### src/rtl/fetch_pkg.sv
// Shared types for the block fetch controller.
// Assumes a block is a power-of-two number of 32-bit-aligned words.
package fetch_pkg;

    // Memory organisation chosen at elaboration time
    typedef enum logic [1:0] {
        ORG_NARROW = 2'd0,
        ORG_WIDE   = 2'd1,
        ORG_BANKED = 2'd2
    } org_e;

    // Sequencer states
    typedef enum logic [1:0] {
        ST_IDLE   = 2'd0,
        ST_ACCESS = 2'd1,
        ST_XFER   = 2'd2
    } seq_state_e;

    // Expected fetch length in bus cycles for an organisation
    function automatic int unsigned penalty_of(org_e org, int unsigned words,
                                               int unsigned lat);
        case (org)
            ORG_NARROW: return 1 + words * (lat + 1);
            ORG_WIDE:   return lat + 2;
            default:    return 1 + lat + words;
        endcase
    endfunction

endpackage

### src/rtl/fetch_bank.sv
// One memory bank timing model.
// A start pulse latches a word address. The bank then counts LAT cycles and
// raises rdy for exactly one cycle, the last cycle of the access, with rdata
// valid in that cycle.
// Contents are modelled: the word at byte address A reads as A ^ PATTERN.
// Assumes start is never pulsed while an access is already running.
module fetch_bank #(
    parameter int              ADDR_W   = 32,
    parameter int              WORD_W   = 32,
    parameter int              LAT      = 15,
    parameter logic [WORD_W-1:0] PATTERN = 32'hC0DE_0000,
    parameter int              BANK_ID  = 0,
    parameter int              SEL_LO   = 2,
    parameter int              SEL_W    = 2,
    parameter bit              CHECK_ID = 1'b0
) (
    input  logic              clk,
    input  logic              rst_n,
    input  logic              start,
    input  logic [ADDR_W-1:0] start_addr,
    output logic              rdy,
    output logic [WORD_W-1:0] rdata
);
    localparam int CNT_W = $clog2(LAT + 1);

    logic              active_q;
    logic [CNT_W-1:0]  cnt_q;
    logic [ADDR_W-1:0] addr_q;

    // Latency countdown: load on start, retire when it reaches zero
    always_ff @(posedge clk) begin
        if (!rst_n) begin
            active_q <= 1'b0;
            cnt_q    <= '0;
            addr_q   <= '0;
        end else if (start) begin
            active_q <= 1'b1;
            cnt_q    <= CNT_W'(LAT - 1);
            addr_q   <= start_addr;
        end else if (active_q) begin
            if (cnt_q == '0) active_q <= 1'b0;
            else             cnt_q    <= cnt_q - 1'b1;
        end
    end

    assign rdy   = active_q && (cnt_q == '0);
    assign rdata = WORD_W'(addr_q) ^ PATTERN;

    // a completed access reports ready for a single cycle only
    a_r3_rdy_single: assert property (@(posedge clk) disable iff (!rst_n)
        rdy |=> !rdy) else $error("bank ready held");

    generate
        if (CHECK_ID) begin : g_id_chk
            // an interleaved bank only ever receives its own word slot
            a_r11_bank_lane: assert property (@(posedge clk) disable iff (!rst_n)
                start |-> (start_addr[SEL_LO +: SEL_W] == SEL_W'(BANK_ID)))
                else $error("bank %0d got foreign word", BANK_ID);
        end
    endgenerate

endmodule

### src/rtl/fetch_seq.sv
// Fetch sequencer.
// Accepts a request when idle and starts the bank accesses. Once all banks
// report ready it captures their words, then plays them out in the transfer
// pattern of the chosen organisation.
// Narrow: access then one transfer, repeated per word.
// Wide: one access, one four-lane transfer.
// Banked: one parallel access, then one word per cycle.
// Assumes NBANK and LANES are consistent with ORG (set by the top).
module fetch_seq
    import fetch_pkg::*;
#(
    parameter org_e ORG       = ORG_BANKED,
    parameter int   ADDR_W    = 32,
    parameter int   WORD_W    = 32,
    parameter int   BLK_WORDS = 4,
    parameter int   NBANK     = 4,
    parameter int   LANES     = 1
) (
    input  logic                    clk,
    input  logic                    rst_n,
    input  logic                    req_valid,
    input  logic [ADDR_W-1:0]       req_addr,
    output logic                    accept,
    output logic                    busy,
    output logic                    bank_start,
    output logic [ADDR_W-1:0]       bank_addr [NBANK],
    input  logic [NBANK-1:0]        bank_rdy,
    input  logic [WORD_W-1:0]       bank_data [NBANK],
    output logic                    rsp_valid,
    output logic                    rsp_last,
    output logic [LANES*WORD_W-1:0] rsp_data
);
    localparam int OFS_W  = $clog2(BLK_WORDS) + 2;
    localparam int BEAT_W = $clog2(BLK_WORDS);
    localparam int NBEATS = (ORG == ORG_WIDE) ? 1 : BLK_WORDS;

    seq_state_e        state_q;
    logic [BEAT_W-1:0] beat_q;
    logic [ADDR_W-1:0] base_q;
    logic [WORD_W-1:0] buf_q [NBANK];
    logic [ADDR_W-1:0] req_base;
    logic              last_beat;
    logic              capture;
    logic              unused_ofs;

    assign req_base   = {req_addr[ADDR_W-1:OFS_W], {OFS_W{1'b0}}};
    assign unused_ofs = ^req_addr[OFS_W-1:0];
    assign accept     = req_valid && (state_q == ST_IDLE);
    assign busy       = (state_q != ST_IDLE);
    assign last_beat  = (beat_q == BEAT_W'(NBEATS - 1));
    assign capture    = (state_q == ST_ACCESS) && (&bank_rdy);
    assign rsp_valid  = (state_q == ST_XFER);
    assign rsp_last   = rsp_valid && last_beat;

    // Main state machine: idle -> access -> transfer (-> access in narrow)
    always_ff @(posedge clk) begin
        if (!rst_n) begin
            state_q <= ST_IDLE;
            beat_q  <= '0;
            base_q  <= '0;
        end else begin
            case (state_q)
                ST_IDLE: begin
                    if (req_valid) begin
                        base_q  <= req_base;
                        beat_q  <= '0;
                        state_q <= ST_ACCESS;
                    end
                end
                ST_ACCESS: begin
                    if (&bank_rdy) state_q <= ST_XFER;
                end
                ST_XFER: begin
                    if (last_beat) begin
                        state_q <= ST_IDLE;
                    end else begin
                        beat_q  <= beat_q + BEAT_W'(1);
                        state_q <= (ORG == ORG_NARROW) ? ST_ACCESS : ST_XFER;
                    end
                end
                default: state_q <= ST_IDLE;
            endcase
        end
    end

    // Word capture registers, one per bank
    generate
        for (genvar g = 0; g < NBANK; g++) begin : g_buf
            // Hold the bank word once every bank has finished its access
            always_ff @(posedge clk) begin
                if (!rst_n)       buf_q[g] <= '0;
                else if (capture) buf_q[g] <= bank_data[g];
            end
        end
    endgenerate

    // Address issue and data path, per organisation
    generate
        if (ORG == ORG_NARROW) begin : g_narrow
            logic [ADDR_W-1:0] next_ofs;
            assign next_ofs     = ADDR_W'({beat_q + BEAT_W'(1), 2'b00});
            assign bank_start   = accept || (rsp_valid && !last_beat);
            assign bank_addr[0] = accept ? req_base : (base_q + next_ofs);
            assign rsp_data     = buf_q[0];

            // narrow transfers are always separated by a new access
            a_r3_beat_gap: assert property (@(posedge clk) disable iff (!rst_n)
                rsp_valid |=> !rsp_valid) else $error("narrow beats adjacent");
        end else begin : g_parallel
            assign bank_start = accept;
            for (genvar g = 0; g < NBANK; g++) begin : g_addr
                assign bank_addr[g] = req_base | ADDR_W'(g * 4);
            end
            if (ORG == ORG_WIDE) begin : g_wide
                for (genvar g = 0; g < LANES; g++) begin : g_lane
                    assign rsp_data[g*WORD_W +: WORD_W] = buf_q[g];
                end
                // the wide organisation ends its block in a single transfer
                a_r4_single_beat: assert property (@(posedge clk) disable iff (!rst_n)
                    rsp_valid |-> rsp_last) else $error("wide beat not last");
            end else begin : g_banked
                assign rsp_data = buf_q[beat_q];
                // banked transfers run back to back until the last one
                a_r5_back_to_back: assert property (@(posedge clk) disable iff (!rst_n)
                    (rsp_valid && !rsp_last) |=> rsp_valid) else $error("banked gap");
            end
        end
    endgenerate

    // an accepted request makes the block busy in the next cycle
    a_r9_busy_after_accept: assert property (@(posedge clk) disable iff (!rst_n)
        (req_valid && !busy) |=> busy) else $error("not busy after accept");

    // the cycle after the final transfer is idle
    a_r9_idle_after_last: assert property (@(posedge clk) disable iff (!rst_n)
        rsp_last |=> !busy) else $error("still busy after last");

    // the last flag only travels with a transfer
    a_r10_last_valid: assert property (@(posedge clk) disable iff (!rst_n)
        rsp_last |-> rsp_valid) else $error("last without valid");

    // a request during a fetch leaves the block address alone
    a_r8_base_hold: assert property (@(posedge clk) disable iff (!rst_n)
        (busy && req_valid) |=> $stable(base_q)) else $error("base moved while busy");

endmodule

### src/rtl/fetch_penalty.sv
// Miss penalty counter.
// Starts at 1 in the address cycle and counts every busy cycle after it.
// On the final transfer it latches the inclusive total.
// Assumes accept, busy and last come from the fetch sequencer.
module fetch_penalty #(
    parameter int PEN_W   = 16,
    parameter int EXP_PEN = 20
) (
    input  logic             clk,
    input  logic             rst_n,
    input  logic             accept,
    input  logic             busy,
    input  logic             last,
    output logic [PEN_W-1:0] penalty
);
    logic [PEN_W-1:0] run_q;

    // Running count of cycles since the address cycle
    always_ff @(posedge clk) begin
        if (!rst_n)      run_q <= '0;
        else if (accept) run_q <= PEN_W'(1);
        else if (busy)   run_q <= run_q + 1'b1;
    end

    // Latch the inclusive total on the final transfer
    always_ff @(posedge clk) begin
        if (!rst_n)    penalty <= '0;
        else if (last) penalty <= run_q + 1'b1;
    end

    // the recorded penalty matches the organisation's closed form
    a_r2_penalty_exact: assert property (@(posedge clk) disable iff (!rst_n)
        last |=> (penalty == PEN_W'(EXP_PEN))) else $error("penalty %0d", penalty);

endmodule

### src/rtl/fetch_ctrl.sv
// Cache block fetch controller (top).
// Connects the sequencer, one bank model per parallel word slot and the
// penalty counter. ORG selects the narrow, wide or banked organisation.
// Assumes WORD_W equals ADDR_W so that modelled contents derive from the
// address.
module fetch_ctrl
    import fetch_pkg::*;
#(
    parameter org_e              ORG       = ORG_BANKED,
    parameter int                ADDR_W    = 32,
    parameter int                WORD_W    = 32,
    parameter int                BLK_WORDS = 4,
    parameter int                ACC_LAT   = 15,
    parameter int                PEN_W     = 16,
    parameter logic [WORD_W-1:0] PATTERN   = 32'hC0DE_0000,
    localparam int               LANES     = (ORG == ORG_WIDE) ? BLK_WORDS : 1
) (
    input  logic                    clk,
    input  logic                    rst_n,
    input  logic                    req_valid,
    input  logic [ADDR_W-1:0]       req_addr,
    output logic                    busy,
    output logic                    rsp_valid,
    output logic                    rsp_last,
    output logic [LANES*WORD_W-1:0] rsp_data,
    output logic [PEN_W-1:0]        penalty
);
    localparam int NBANK   = (ORG == ORG_NARROW) ? 1 : BLK_WORDS;
    localparam int SEL_W   = $clog2(BLK_WORDS);
    localparam int EXP_PEN = int'(penalty_of(ORG, BLK_WORDS, ACC_LAT));

    logic              accept;
    logic              bank_start;
    logic [ADDR_W-1:0] bank_addr [NBANK];
    logic [NBANK-1:0]  bank_rdy;
    logic [WORD_W-1:0] bank_data [NBANK];

    fetch_seq #(
        .ORG(ORG), .ADDR_W(ADDR_W), .WORD_W(WORD_W),
        .BLK_WORDS(BLK_WORDS), .NBANK(NBANK), .LANES(LANES)
    ) u_seq (
        .clk(clk), .rst_n(rst_n),
        .req_valid(req_valid), .req_addr(req_addr),
        .accept(accept), .busy(busy),
        .bank_start(bank_start), .bank_addr(bank_addr),
        .bank_rdy(bank_rdy), .bank_data(bank_data),
        .rsp_valid(rsp_valid), .rsp_last(rsp_last), .rsp_data(rsp_data)
    );

    generate
        for (genvar g = 0; g < NBANK; g++) begin : g_bank
            fetch_bank #(
                .ADDR_W(ADDR_W), .WORD_W(WORD_W), .LAT(ACC_LAT),
                .PATTERN(PATTERN), .BANK_ID(g), .SEL_LO(2), .SEL_W(SEL_W),
                .CHECK_ID(ORG == ORG_BANKED)
            ) u_bank (
                .clk(clk), .rst_n(rst_n),
                .start(bank_start), .start_addr(bank_addr[g]),
                .rdy(bank_rdy[g]), .rdata(bank_data[g])
            );
        end
    endgenerate

    fetch_penalty #(.PEN_W(PEN_W), .EXP_PEN(EXP_PEN)) u_pen (
        .clk(clk), .rst_n(rst_n),
        .accept(accept), .busy(busy), .last(rsp_last),
        .penalty(penalty)
    );

endmodule

### config.mk
export PLATFORM = sky130hd
export DESIGN_NAME = fetch_ctrl
export DESIGN_NICKNAME = d
export VERILOG_FILES = /design/src/rtl/fetch_pkg.sv /design/src/rtl/fetch_bank.sv /design/src/rtl/fetch_seq.sv /design/src/rtl/fetch_penalty.sv /design/src/rtl/fetch_ctrl.sv
export SDC_FILE = /design/constraint.sdc
export NUM_CORES = 1
export LEC_CHECK = 0
export ABC_AREA = 1
export BUFFER_PORTS_ARGS = -buffer_cell sky130_fd_sc_hd__buf_2
export CAP_MARGIN = 20
export CELL_PAD_IN_SITES_DETAIL_PLACEMENT = 2
export CELL_PAD_IN_SITES_GLOBAL_PLACEMENT = 2
export CORE_ASPECT_RATIO = 1.2
export CORE_MARGIN = 2
export CORE_UTILIZATION = 35
export CTS_CLUSTER_DIAMETER = 30
export DETAILED_ROUTE_END_ITERATION = 10
export GPL_TIMING_DRIVEN = 0
export PLACE_DENSITY_LB_ADDON = 0.1
export SYNTH_ARGS = -nofsm -noshare
export SYNTH_HDL_FRONTEND = slang
export SYNTH_SLANG_ARGS = --single-unit
### constraint.sdc
create_clock -name clk -period 7.16 [get_ports clk]
set_clock_uncertainty 0.05 [all_clocks]
set_input_delay 0.358 -clock clk [delete_from_list [all_inputs] [get_ports clk]]
set_output_delay 0.358 -clock clk [all_outputs]
set_load 0.05 [all_outputs]
Word-level counts from Yosys, hierarchy flattened. Memory sizes are Yosys's and may differ from the RTL's. A register that Yosys moved wholly into a read port is not among the register bits. Index checks and enable logic that the tools add are counted. Widths: inputs -> output; s select.

Eq/ne operators: 10. $mul: 0. Add/sub/neg operators: 6. Divide/modulo/power cells: 0. Bitwise logic cells: 12. $lt $le $gt $ge: 0. Multiplexer cells: 43. Reductions and logical operators: 31. Shifts and indexed selects: 0.

Operators by type and width (number): $mux 30 (4); $mux 4 (12); $not 8->8 (3); $mux 1 (18); $reduce_and 2->1 (9); $add 16x1->16 const B (1); $logic_not 4->1 (4); $sub 4x1->4 const B (4); $mux 2 (7); $ne 2x2->1 const B (7); $reduce_bool 2->1 (7); $logic_and 1x1->1 (7); $pmux 2 s3 (1); $not 1->1 (5); $eq 2x2->1 const B (2); $or 1x1->1 (4); $pmux 2 s2 (1); $reduce_and 4->1 (1); $reduce_and 3->1 (1); $add 2x1->2 const B (1); $eq 2x1->1 const B (1); $logic_not 2->1 (1); $reduce_or 2->1 (1).

Word-level logic and storage cells: 123. Bits in writable memories: 120. Output and inout bits: 51. Memories kept: 1. ROM bits: 0. Input port bits: 35. Latch bits: 0. Bits in registers: 143.

Memories: u_seq.buf_q (words 4, width 30, rd ports 1, clocked after memory_dff 1, write ports 4, line fetch_seq.sv:40) `logic [WORD_W-1:0] buf_q [NBANK];`.

Longest topological paths before layout. Gate-level depths: netlist (run 1).

Depth after elaboration: 8. Mapped depth: 12. Gate-level depth less buffers: 10.

Hierarchy. From an unflattened synthesis (run 1), not the netlist that was laid out.

Cells, all modules: 1811. Area total of the unflattened synthesis: 15936.5 um^2.

Modules (own cells, without submodules): fetch_seq (cells an instance 756, seq. area each 3963.8 um^2, times used 1, area an instance 7937.6 um^2); fetch_bank (cells an instance 201, seq. area each 740.7 um^2, times used 4, area an instance 1587.8 um^2); fetch_penalty (cells an instance 251, seq. area each 640.6 um^2, times used 1, area an instance 1647.8 um^2).

Least setup slack after synthesis (run 1). OpenSTA, ideal clock, no wires.

Path type: reg-to-reg. Start point: reg g_bank[0].u_bank.cnt_q[0]. End point: mem u_seq.buf_q[0][10] (netlist name) (enable). Path slack: 3.651 ns. Cell stages (with the launch flop): 9. Library setup time: 0.455 ns. Period minus slack after synthesis: 3.509 ns. Required time: 6.655 ns. Buffers on the path: 0. Arrival time: 3.004 ns. Path through: dfxtp_1 > inv_1 > ha_1 > inv_1 > nor2_1 > nand2_1 > nor2_2 > nand3_2 > o21ai_0.

RTL lines: start: declaration (line fetch_bank.sv:27) `logic [CNT_W-1:0] cnt_q;`; start signal: assignment (line fetch_bank.sv:38) `cnt_q <= CNT_W'(LAT - 1);`; start signal: assignment (line fetch_bank.sv:42) `else cnt_q <= cnt_q - 1'b1;`; end: declaration (line fetch_seq.sv:40).

Final worst setup path (run 1).
Start point: reg u_seq.state_q[0]. End point: out busy.

Word-level cells in the longest chain between the ends: 1.

RTL lines: start: declaration (line fetch_seq.sv:37) `seq_state_e state_q;`; start signal: assignment (line fetch_seq.sv:78) `state_q <= (ORG == ORG_NARROW) ? ST_ACCESS : ST_XFER;`; $reduce_bool 2->1 (line fetch_seq.sv:49) `assign busy = (state_q != ST_IDLE);`; end: declaration (line fetch_ctrl.sv:22) `output logic busy,`.

No other way between the ends.

==> out/results.md, run 1 <==
Outcome
• **run status** finished clean

Critical path
• **FF-to-FF Start** g_bank[0].u_bank.cnt_q[0]
• **FF-to-FF setup slack** 4.99 ns
• **terminus of the critical flop-to-flop path** u_seq.buf_q[0][8]
• **data arrival at the endpoint of the critical path** 1.97 ns
• **Worst setup endpoint** busy
• **largest fanout of any net on the critical path** 10
• **first element of the critical path** u_seq.state_q[0]
• **category of the worst setup path launch point** flop
• **required time at the endpoint of the critical path** 6.75 ns
• **cells on worst reg2reg path** 9
• **type of destination of the critical path** primary output
• **type of the setup path with the least slack** reg -> out

Finish
• **Final Core Density** 44.7%
• **number of inserted diodes** 0
• **fraction of final layout cells sized beyond drive strength 1** 20.5%
• **layout overhead on the synthesized area** 25.1%
• **nets@finish** 774
• **number of fillers in the final layout** 1623

STA
• **hold violation count in the final report** 0
• **count of pins over their slew limit** 0
• **Worst Setup Slack, final** 4.78 ns
• **Setup Viol. Count Final** 0
• **worst rel slew slack** 54.5%
• **Final period util** 33.2%
• **TNS Setup** 0 ns
• **post-layout min period** 2.38 ns
• **unrepaired setup endpoints after global routing** no
• **minimum hold slack** 0.165 ns
• **max frequency** 421 MHz
• **actual transition at the worst max-transition pin** 0.682 ns

Power
• **power density relative to cell area** 304 nW/µm²
• **worst-case vdd ir drop** 0.000155 V
• **cell leakage power** 2.89 nW

Placement
• **HPWL after DPL** 11400 µm
• **final estimated routing congestion in global placement** 0.793
• **count of buffers from port buffering** 79
• **worst setup slack before clock tree synthesis** 4.97 ns

Routing
• **uppermost signal routing layer after detailed routing** met4
• **routed wire length** 16200 µm
• **drt via density** 4.93
• **Met1 Routed Length** 6800 µm
• **DRC marker count from the first detailed-route iteration** 171
• **Initial DRT Pass Iterations** 4
• **DRC Markers** 0
• **antenna-violating nets left** 0
• **length of routed met3 wiring** 445 µm
• **met2 WL post-DR** 8800 µm
• **wire length per cell after detailed routing** 17.7 µm
• **Via Count** 4524

Floorplanning
• **Die W** 114 µm
• **height of the die** 136 µm
• **effective utilization at floorplan** 35.7%
• **floorplan die area** 15600 µm²
• **standard cell core area** 14300 µm²
• **number of cell rows** 48
• **# IOs** 86

Global route
• **first-pass GRT wire length** 26500 µm
• **number of global-route vias before repair** 5037
• **initial antenna violation count** 0
• **Total GRT Usage** 22.3%
• **overflow left after global routing** 0
• **pin count of the biggest net entering global routing** 19

Clock tree
• **clock transition at the registers of the reported paths** 0.05 ns
• **hold buffer count at cts** 0
• **clock buffer count from CTS** 17
• **number of clock sinks** 116
• **CTS resizes** 0
• **worst skew pair latency** 0.42 ns
• **Root Driver** clkbuf_16
• **Longest Clk Path Bufs** 2
• **number of H-tree branching levels** 4
• **CTS tree** yes
• **number of post-CTS setup repair buffers** 0

Synth
• **number of different library cells in the post-synthesis netlist** 29
• **sequential area share after synthesis** 51.2%
• **Post-Synthesis Cells** 629
• **share of the synthesized area in the top cell type** 34.1%
• **synth cell count leaders** dfxtp_1, nand2_1, inv_1, nor2_1
• **Synthesis Warnings** 0
• **Post-synth ARST share** 0%
• **Synth area leader** dfxtp_1
• **largest cells by area after synthesis** dfxtp_1, edfxtp_1, nand2_1, inv_1, nor2_1
• **number of synthesized flops with an enable pin** 29
• **Main synth FF type** dfxtp_1
• **Post-Synthesis Mean Instance Area** 8.11 µm²
• **netlist area before placement** 5100 µm²
• **#FFs+latches synth** 116

Min path
• **WHS Path Cells** 3
• **worst hold path type** in -> reg

Flow run
• **count of max-cap constraint violations** 0

## cell families (layout without fill, tap and decap cells)
logic type               Yosys count  count (layout)  synth area share (%)
adder cells (fa/ha/maj)           10              10                  2.45
other                              1               2                0.0735
flip-flops                       116             116                  51.2
XOR/XNOR                          10              10                  1.72
AO/OA/AOI/OAI                    116             116                  12.3
buffers and inverters            144             256                  11.4
AND/OR/NAND/NOR                  232             232                  20.8
## critical path: stages (launching register included)
cell	delay (ns)
dfxtp_1	0.40
nor2_4	0.10
inv_2	0.18
clkbuf_1	0.49
buf_2	0.37
## final cells by class
type                       instances  area [µm²]  share of cell area [%]
buffer                            53         241                    3.78
sequential                       116        2610                    40.9
clock inverter                    13         183                    2.86
clock buffer                      19         443                    6.94
timing repair buffer              80         423                    6.62
inverter                          91         342                    5.35
multi-input combinational        370        1920                    30.1
tap                              175         219                    3.43
## layout by cell type (no fill, tap or decap), types with 7 or more instances in the layout
cell	synthesis	routed
a31oi_1	7	7
clkbuf_16	0	17
edfxtp_1	29	29
nand3_1	44	44
nand2_1	87	87
buf_2	9	88
dfxtp_1	87	87
nor2_1	69	69
a21oi_1	47	47
o21a_1	13	13
ha_1	10	10
xor2_1	10	10
clkbuf_1	39	40
inv_1	86	86
nor2_4	11	11
o21ai_0	47	46
nand4_1	7	7
## per-layer routing
metal / track usage, % / up-vias
met5: 0 / -
met3: 3.79 / 16
met1: 25.3 / 2233
met2: 42.0 / 82
met4: 7.52 / 0
li1: - / 2193
## power by group
| group | internal [mW] | total, mW | switching (mW) |
|---|---|---|---|
| registers | 0.721 | 0.758 | 0.0368 |
| logic | 0.0803 | 0.271 | 0.191 |
| clock network | 0.589 | 0.911 | 0.321 |
## flip-flops by register name (all words and copies together), names as in the netlist, named ones only
signal	flops
u_seq.buf_q	29
u_pen.run_q	16
u_seq.beat_q	2
g_bank.u_bank.cnt_q	16
u_pen.penalty	16
g_bank.u_bank.addr_q	29
g_bank.u_bank.active_q	4
u_seq.state_q	2
## worst min path at each step
stage	endpoint	from	slack (ns)
after floorplan	g_bank[0].u_bank.addr_q[21]	g_bank[0].u_bank.addr_q[21]	0.38
after global placement	g_bank[0].u_bank.addr_q[4]	g_bank[0].u_bank.addr_q[4]	0.39
after detailed placement	g_bank[0].u_bank.addr_q[25]	g_bank[0].u_bank.addr_q[25]	0.41
after CTS	g_bank[0].u_bank.addr_q[23]	req_addr[23]	0.15
after global routing	g_bank[0].u_bank.addr_q[30]	req_addr[30]	0.15
final	g_bank[0].u_bank.addr_q[23]	req_addr[23]	0.16
## through the flow
step                      cells  total power, mW  area, µm²
after floorplan             630            0.948       5110
after global placement      884             1.02       5720
after detailed placement    885             1.04       5760
after CTS                   917             1.95       6380
after global routing        917             2.02       6380
final                       917             1.94       6380
No activity file was read; power rests on OpenSTA's default activity.
==> run 2: changes to the inputs <==
--- a/config.mk
+++ b/config.mk
@@ -12,7 +12,7 @@
 export CELL_PAD_IN_SITES_GLOBAL_PLACEMENT = 2
 export CORE_ASPECT_RATIO = 1.2
 export CORE_MARGIN = 2
-export CORE_UTILIZATION = 35
+export CORE_UTILIZATION = 33
 export CTS_CLUSTER_DIAMETER = 30
 export DETAILED_ROUTE_END_ITERATION = 10
 export GPL_TIMING_DRIVEN = 0
==> constraint.sdc (replaced) <==
create_clock -name clk -period 2.2 [get_ports clk]
set_clock_uncertainty 0.05 [all_clocks]
set_input_delay 0.11 -clock clk [delete_from_list [all_inputs] [get_ports clk]]
set_output_delay 0.11 -clock clk [all_outputs]
set_load 0.05 [all_outputs]
==> out/results.md, run 2 (synthesis results as in run 1) <==
STA
• **unrepaired setup endpoints after global routing** no
• **actual transition at the worst max-transition pin** 0.673 ns, -0.00888 ns
• **count of pins over their slew limit** 0, unchanged
• **max frequency** 479 MHz
• **hold violation count in the final report** 1, +1
• **Final period util** 95.0%
• **Setup Viol. Count Final** 0, unchanged
• **worst rel slew slack** 55.1%, +0.59 points
• **TNS Setup** 0 ns, unchanged
• **post-layout min period** 2.09 ns
• **minimum hold slack** -0.0239 ns, -0.189 ns
• **Worst Setup Slack, final** 0.110 ns, -4.67 ns

Clock tree
• **clock transition at the registers of the reported paths** 0.05 ns, about the same
• **Root Driver** clkbuf_16
• **number of clock sinks** 116, unchanged
• **CTS tree** yes
• **worst skew pair latency** 0.42 ns, about the same
• **clock buffer count from CTS** 17, unchanged
• **Longest Clk Path Bufs** 2, unchanged
• **number of H-tree branching levels** 4, unchanged

Critical path
• **type of the setup path with the least slack** reg -> out
• **data arrival at the endpoint of the critical path** 1.93 ns, -0.04 ns
• **largest fanout of any net on the critical path** 10, unchanged
• **required time at the endpoint of the critical path** 2.04 ns, -4.71 ns
• **FF-to-FF Start** g_bank[0].u_bank.cnt_q[0]
• **cells on worst reg2reg path** 12, +3
• **terminus of the critical flop-to-flop path** u_seq.buf_q[0][12]
• **type of destination of the critical path** primary output
• **category of the worst setup path launch point** flop
• **first element of the critical path** u_seq.state_q[1]
• **FF-to-FF setup slack** 0.24 ns, -4.75 ns

Power
• **Clock power frac** 48.5%, +1.6 points
• **Pint** 4.86 mW, +250%
• **Sw Share** 26.4%, -1.9 points
• **power density relative to cell area** 981 nW/µm², +220%
• **share of total power in combinational logic** 14.1%, about the same
• **fraction of power consumed by sequential logic** 37.3%, -1.8 points
• **switching power of the nets** 1.75 mW, +220%
• **worst-case vdd ir drop** 0.000415 V, +170%
• **cell leakage power** 3.04 nW, +5.2%

Placement
• **HPWL after DPL** 11100 µm, -2.7%
• **worst setup slack before clock tree synthesis** 0.0634 ns, -4.91 ns
• **cell area after placement** 5800 µm², +0.63%
• **count of buffers from port buffering** 79, unchanged
• **final estimated routing congestion in global placement** 0.786, -0.86%

Outcome
• **run status** complete, but fails checks
• **violations in the final reports** hold timing

Finish
• **number of fillers in the final layout** 1728, +6.5%
• **most frequent cells in the layout** nand2_1, dfxtp_1, inv_1, buf_2, nor2_1
• **nets@finish** 801, +3.5%
• **layout overhead on the synthesized area** 32.1%
• **fraction of final layout cells sized beyond drive strength 1** 19.1%, -1.4 points
• **Regs by FF count** g_bank.u_bank.addr_q x29, u_seq.buf_q x29
• **Final Core Density** 44.7%, about the same
• **combined area of the multi-input logic cells** 1920 µm², unchanged
• **number of inserted diodes** 0, unchanged
• **area of all placed cells without fillers** 6740 µm², +5.6%
• **area used by sequential logic in the layout** 2610 µm², unchanged

Global route
• **initial antenna violation count** 0, unchanged
• **first-pass GRT wire length** 28400 µm, +7.2%
• **overflow left after global routing** 0, unchanged
• **number of global-route vias before repair** 5277, +4.8%
• **Total GRT Usage** 22.3%, -0.068 points
• **pin count of the biggest net entering global routing** 22, +3

Routing
• **DRC Markers** 0, unchanged
• **routed wire length** 17500 µm, +7.8%
• **drt via density** 4.75, -3.6%
• **Via Count** 4626, +2.3%
• **DRC marker count from the first detailed-route iteration** 172, +0.58%
• **Initial DRT Pass Iterations** 4, unchanged
• **wire length per cell after detailed routing** 18.0 µm, +1.6%
• **antenna-violating nets left** 0, unchanged

Floorplanning
• **standard cell core area** 15100 µm², +5.5%
• **height of the die** 140 µm, +2.9%
• **Die W** 118 µm, +2.9%
• **number of cell rows** 49, +2.1%
• **floorplan die area** 16500 µm², +5.9%
• **effective utilization at floorplan** 33.8%, -1.9 points
• **# IOs** 86, unchanged

Flow run
• **count of max-cap constraint violations** 0, unchanged

Min path
• **WHS Path Cells** 3, unchanged
• **worst hold path type** in -> reg
• **Hold Startpoint** req_addr[15]
• **worst hold endpoint** g_bank[0].u_bank.addr_q[15]

## run 2: cell types whose count changed in the layout (fill, tap and decap cells not counted), sizes merged
cell / previous run / this run
clkbuf: 58 / 60
dlygate4sd3: 0 / 27
buf: 94 / 93
bufinv: 4 / 7
clkinvlp: 6 / 0
clkinv: 4 / 6
## run 2: worst max-delay path, cell delays in order, from the launching register on
cell and delay, ns:
dfxtp_1 0.39, nor2_4 0.10, inv_2 0.17, clkbuf_1 0.48
buf_2 0.37
## run 2: final cells by class
| type | instances | area share, % |
|---|---|---|
| Tap cell | 204 | 3.79 |
| Inverter | 91 | 5.07 |
| Sequential cell | 116 | 38.8 |
| Clock inverter | 12 | 3.47 |
| Buffer | 52 | 3.51 |
| Multi-Input combinational cell | 370 | 28.5 |
| Clock buffer | 20 | 6.48 |
| Timing Repair Buffer | 108 | 10.4 |
## run 2: worst max-delay path by stage
stage | endpoint | slack (ns) | depth (start not counted)
global route | busy | 0.02 | 4
finish | busy | 0.11 | 4
global placement | u_seq.buf_q[0][10] | -0.57 | 8
CTS | rsp_last | 0.04 | 5
floorplan | u_seq.buf_q[0][10] | 0.02 | 8
detailed placement | u_seq.buf_q[0][17] | 0.06 | 9
## run 2: power by group through the flow
stage	logic [mW]	registers, mW	clock network [mW]
6_report	0.933	2.47	3.21
5_1_grt	1.04	2.49	3.36
4_1_cts	0.927	2.47	3.25
3_5_place_dp	0.866	2.51	0
3_3_place_gp	0.810	2.50	0
2_1_floorplan	0.613	2.47	0
## run 2: per-stage QoR
| stage | cells | total power [mW] |
|---|---|---|
| finish | 973 | 6.61 |
| global route | 973 | 6.90 |
| CTS | 973 | 6.64 |
| detailed placement | 914 | 3.37 |
| global placement | 913 | 3.31 |
| floorplan | 630 | 3.09 |
## run 2: timing repair
action / in CTS / in global routing
setup endpoints to repair: 0 / 22
buffers inserted: 0 / 1
hold endpoints to repair: 27 / 0
hold buffers: 27 / 0
gates resized for setup: 0 / 1
## run 2: layer usage
| metal | vias up | share of wire [%] | GRT usage (%) |
|---|---|---|---|
| li1 | 2247 | - | - |
| met1 | 2275 | 41 | 24.6 |
| met2 | 83 | 55 | 42.6 |
| met3 | 21 | 2.8 | 3.91 |
| met4 | 0 | 1.6 | 7.80 |
| met5 | - | 0 | 0 |
==> run 3: changes to the inputs <==
--- a/config.mk
+++ b/config.mk
@@ -11,7 +11,7 @@
 export CELL_PAD_IN_SITES_DETAIL_PLACEMENT = 2
 export CELL_PAD_IN_SITES_GLOBAL_PLACEMENT = 2
 export CORE_ASPECT_RATIO = 1.2
-export CORE_MARGIN = 2
+export CORE_MARGIN = 1
 export CORE_UTILIZATION = 33
 export CTS_CLUSTER_DIAMETER = 30
 export DETAILED_ROUTE_END_ITERATION = 10
==> constraint.sdc (replaced) <==
create_clock -name clk -period 2.2 [get_ports clk]
set_clock_uncertainty 0.05 [all_clocks]
set_input_delay 0.11 -clock clk [delete_from_list [all_inputs] [get_ports clk]]
set_output_delay 0.11 -clock clk [all_outputs]
set_load 0.1 [all_outputs]
==> out/results.md, run 3 (synthesis results as in run 1) <==
Outcome
• **run status** finished clean

Placement
• **Inst Count DP** 914, unchanged
• **HPWL after DPL** 11000 µm, -0.29%
• **count of buffers from port buffering** 79, unchanged
• **final estimated routing congestion in global placement** 0.795, +1.1%

Min path
• **worst hold endpoint** g_bank[0].u_bank.addr_q[4]
• **Hold Startpoint** req_addr[4]
• **worst hold path type** in -> reg
• **WHS Path Cells** 3, unchanged

Critical path
• **slowest stage cell on the critical path** dfxtp_1
• **longest individual stage delay on the worst path** 0.35 ns, -0.13 ns
• **terminus of the critical flop-to-flop path** u_seq.buf_q[0][12]
• **type of destination of the critical path** primary output
• **CP delay by family, top** buffers and inverters
• **FF-to-FF Start** g_bank[0].u_bank.cnt_q[0]
• **type of the setup path with the least slack** reg -> out
• **combined buffer and inverter count along the critical path** 3, unchanged
• **data arrival at the endpoint of the critical path** 1.88 ns, -0.05 ns
• **required time at the endpoint of the critical path** 2.04 ns, about the same
• **FF-to-FF setup slack** 0.23 ns, about the same
• **largest fanout of any net on the critical path** 10, unchanged
• **cells on worst reg2reg path** 12, unchanged
• **first element of the critical path** u_seq.beat_q[0]
• **cells traversed along the worst timing path** ha_1, nand2_2, inv_2, clkbuf_4, buf_6
• **category of the worst setup path launch point** flop

STA
• **post-layout min period** 2.04 ns, -0.0454 ns
• **Setup Viol. Count Final** 0, unchanged
• **Final period util** 92.9%, -2.1 points
• **count of pins over their slew limit** 0, unchanged
• **max frequency** 489 MHz, +2.2%
• **unrepaired setup endpoints after global routing** no
• **worst rel slew slack** 56.4%, +1.3 points
• **hold violation count in the final report** 0, -1
• **actual transition at the worst max-transition pin** 0.654 ns, -0.0197 ns

Power
• **cell leakage power** 3.01 nW, -0.82%
• **power after layout** 6.37 mW, -3.6%
• **Pint** 4.58 mW, -5.9%
• **worst-case vdd ir drop** 0.000350 V, -16%
• **fraction of power consumed by sequential logic** 38.7%, +1.4 points
• **Sw Share** 28.2%, +1.7 points
• **switching power of the nets** 1.79 mW, +2.7%
• **power density relative to cell area** 955 nW/µm², -2.7%
• **share of total power in combinational logic** 15.8%, +1.7 points
• **Clock power frac** 45.5%, -3.0 points

Finish
• **final non-filler cell total** 970, -0.31%
• **fraction of final layout cells sized beyond drive strength 1** 19.7%, +0.60 points
• **number of fillers in the final layout** 1689, -2.3%
• **Regs by FF count** g_bank.u_bank.addr_q x29, u_seq.buf_q x29
• **nets@finish** 799, -0.25%
• **area used by sequential logic in the layout** 2610 µm², unchanged
• **layout overhead on the synthesized area** 30.8%
• **number of inserted diodes** 0, unchanged
• **combined area of the multi-input logic cells** 1920 µm², unchanged
• **most frequent cells in the layout** nand2_1, dfxtp_1, inv_1

Clock tree
• **number of clock sinks** 116, unchanged
• **number of H-tree branching levels** 4, unchanged
• **worst skew pair latency** 0.42 ns, about the same
• **clock transition at the registers of the reported paths** 0.05 ns, about the same
• **CTS tree** yes
• **Longest Clk Path Bufs** 2, unchanged
• **Root Driver** clkbuf_16
• **clock buffer count from CTS** 17, unchanged

Routing
• **wire length per cell after detailed routing** 16.5 µm, -8.2%
• **routed wire length** 16000 µm, -8.5%
• **Initial DRT Pass Iterations** 4, unchanged
• **DRC marker count from the first detailed-route iteration** 163, -5.2%
• **antenna-violating nets left** 0, unchanged
• **DRC Markers** 0, unchanged
• **Via Count** 4643, +0.37%
• **drt via density** 4.79, +0.68%

Global route
• **Total GRT Usage** 21.5%, -0.75 points
• **pin count of the biggest net entering global routing** 24, +9.1%
• **number of global-route vias before repair** 5107, -3.2%
• **first-pass GRT wire length** 25900 µm, -8.8%
• **initial antenna violation count** 0, unchanged
• **overflow left after global routing** 0, unchanged

Floorplanning
• **# IOs** 86, unchanged
• **effective utilization at floorplan** 34.0%, +0.14 points
• **Die W** 116 µm, -1.7%
• **standard cell core area** 15000 µm², -0.41%
• **number of cell rows** 49, unchanged
• **floorplan die area** 16000 µm², -3.1%
• **height of the die** 138 µm, -1.4%

Flow run
• **count of max-cap constraint violations** 0, unchanged

run 3: cell count changes in the layout (fill, tap and decap cells not counted), sizes merged:
cell         before  now
clkinvlp          0    1
buf              93   94
dlygate4sd3      27   25
bufinv            7    4
run 3: worst register-to-register path: stages, from the launching register on:
cell	delay (ns)
dfxtp_1	0.31
inv_1	0.14
ha_1	0.18
inv_1	0.05
nor2_1	0.08
nand2_1	0.10
nor2_2	0.12
nand3_2	0.15
nor2_1	0.15
nand2_1	0.09
buf_6	0.16
buf_12	0.17
nor2_4	0.08
run 3: cell type report:
class | count | share of cell area (%)
timing repair buffer | 106 | 10.3
clock inverter | 10 | 2.32
buffer | 52 | 3.60
sequential | 116 | 39.1
multi-input combinational | 370 | 28.8
tap | 204 | 3.82
inverter | 91 | 5.12
clock buffer | 21 | 6.90
run 3: layer usage:
layer	global-route usage (%)	share of wire, %	vias up
met5	0	0	-
met4	5.74	1.2	0
met3	5.61	3.1	19
met2	39.7	54	77
met1	23.9	42	2296
li1	-	-	2251
run 3: power groups by stage:
stage          combinational, mW  clock [mW]  sequential, mW
2_1_floorplan              0.710           0            2.47
5_1_grt                     1.11        3.05            2.49
6_report                    1.01        2.90            2.47
3_5_place_dp               0.969           0            2.51
4_1_cts                     1.02        2.96            2.47
3_3_place_gp               0.904           0            2.49
run 3: how the worst max path moves through the flow:
stage	cells after the start	end	slack, ns
global route	5	rsp_last	0.04
detailed placement	9	u_seq.buf_q[0][13]	0.13
global placement	8	u_seq.buf_q[0][13]	-0.56
CTS	4	busy	0.02
finish	5	rsp_last	0.16
floorplan	8	u_seq.buf_q[0][10]	0.02
run 3: metrics by stage:
step | hold WS [ns] | cell area [µm²] | util, % | setup WS [ns] | setup TNS [ns]
finish | 0.000115 | 6680 | 44.4 | 0.156 | 0
global route | 0.0393 | 6680 | 44.4 | 0.0430 | 0
detailed placement | 0.331 | 5800 | 38.6 | 0.132 | 0
CTS | 0.00431 | 6670 | 44.4 | 0.0212 | 0
global placement | 0.312 | 5760 | 38.4 | -0.558 | -16.16
floorplan | 0.227 | 5110 | - | 0.0236 | 0
run 3: what timing repair did:
action,in CTS,in global routing
pin swaps,0,1
setup buffers,0,1
endpoints found under the setup margin,2,25
hold endpoints to repair,25,0
gates resized for setup,3,1
hold buffers,25,0
cloned,0,0
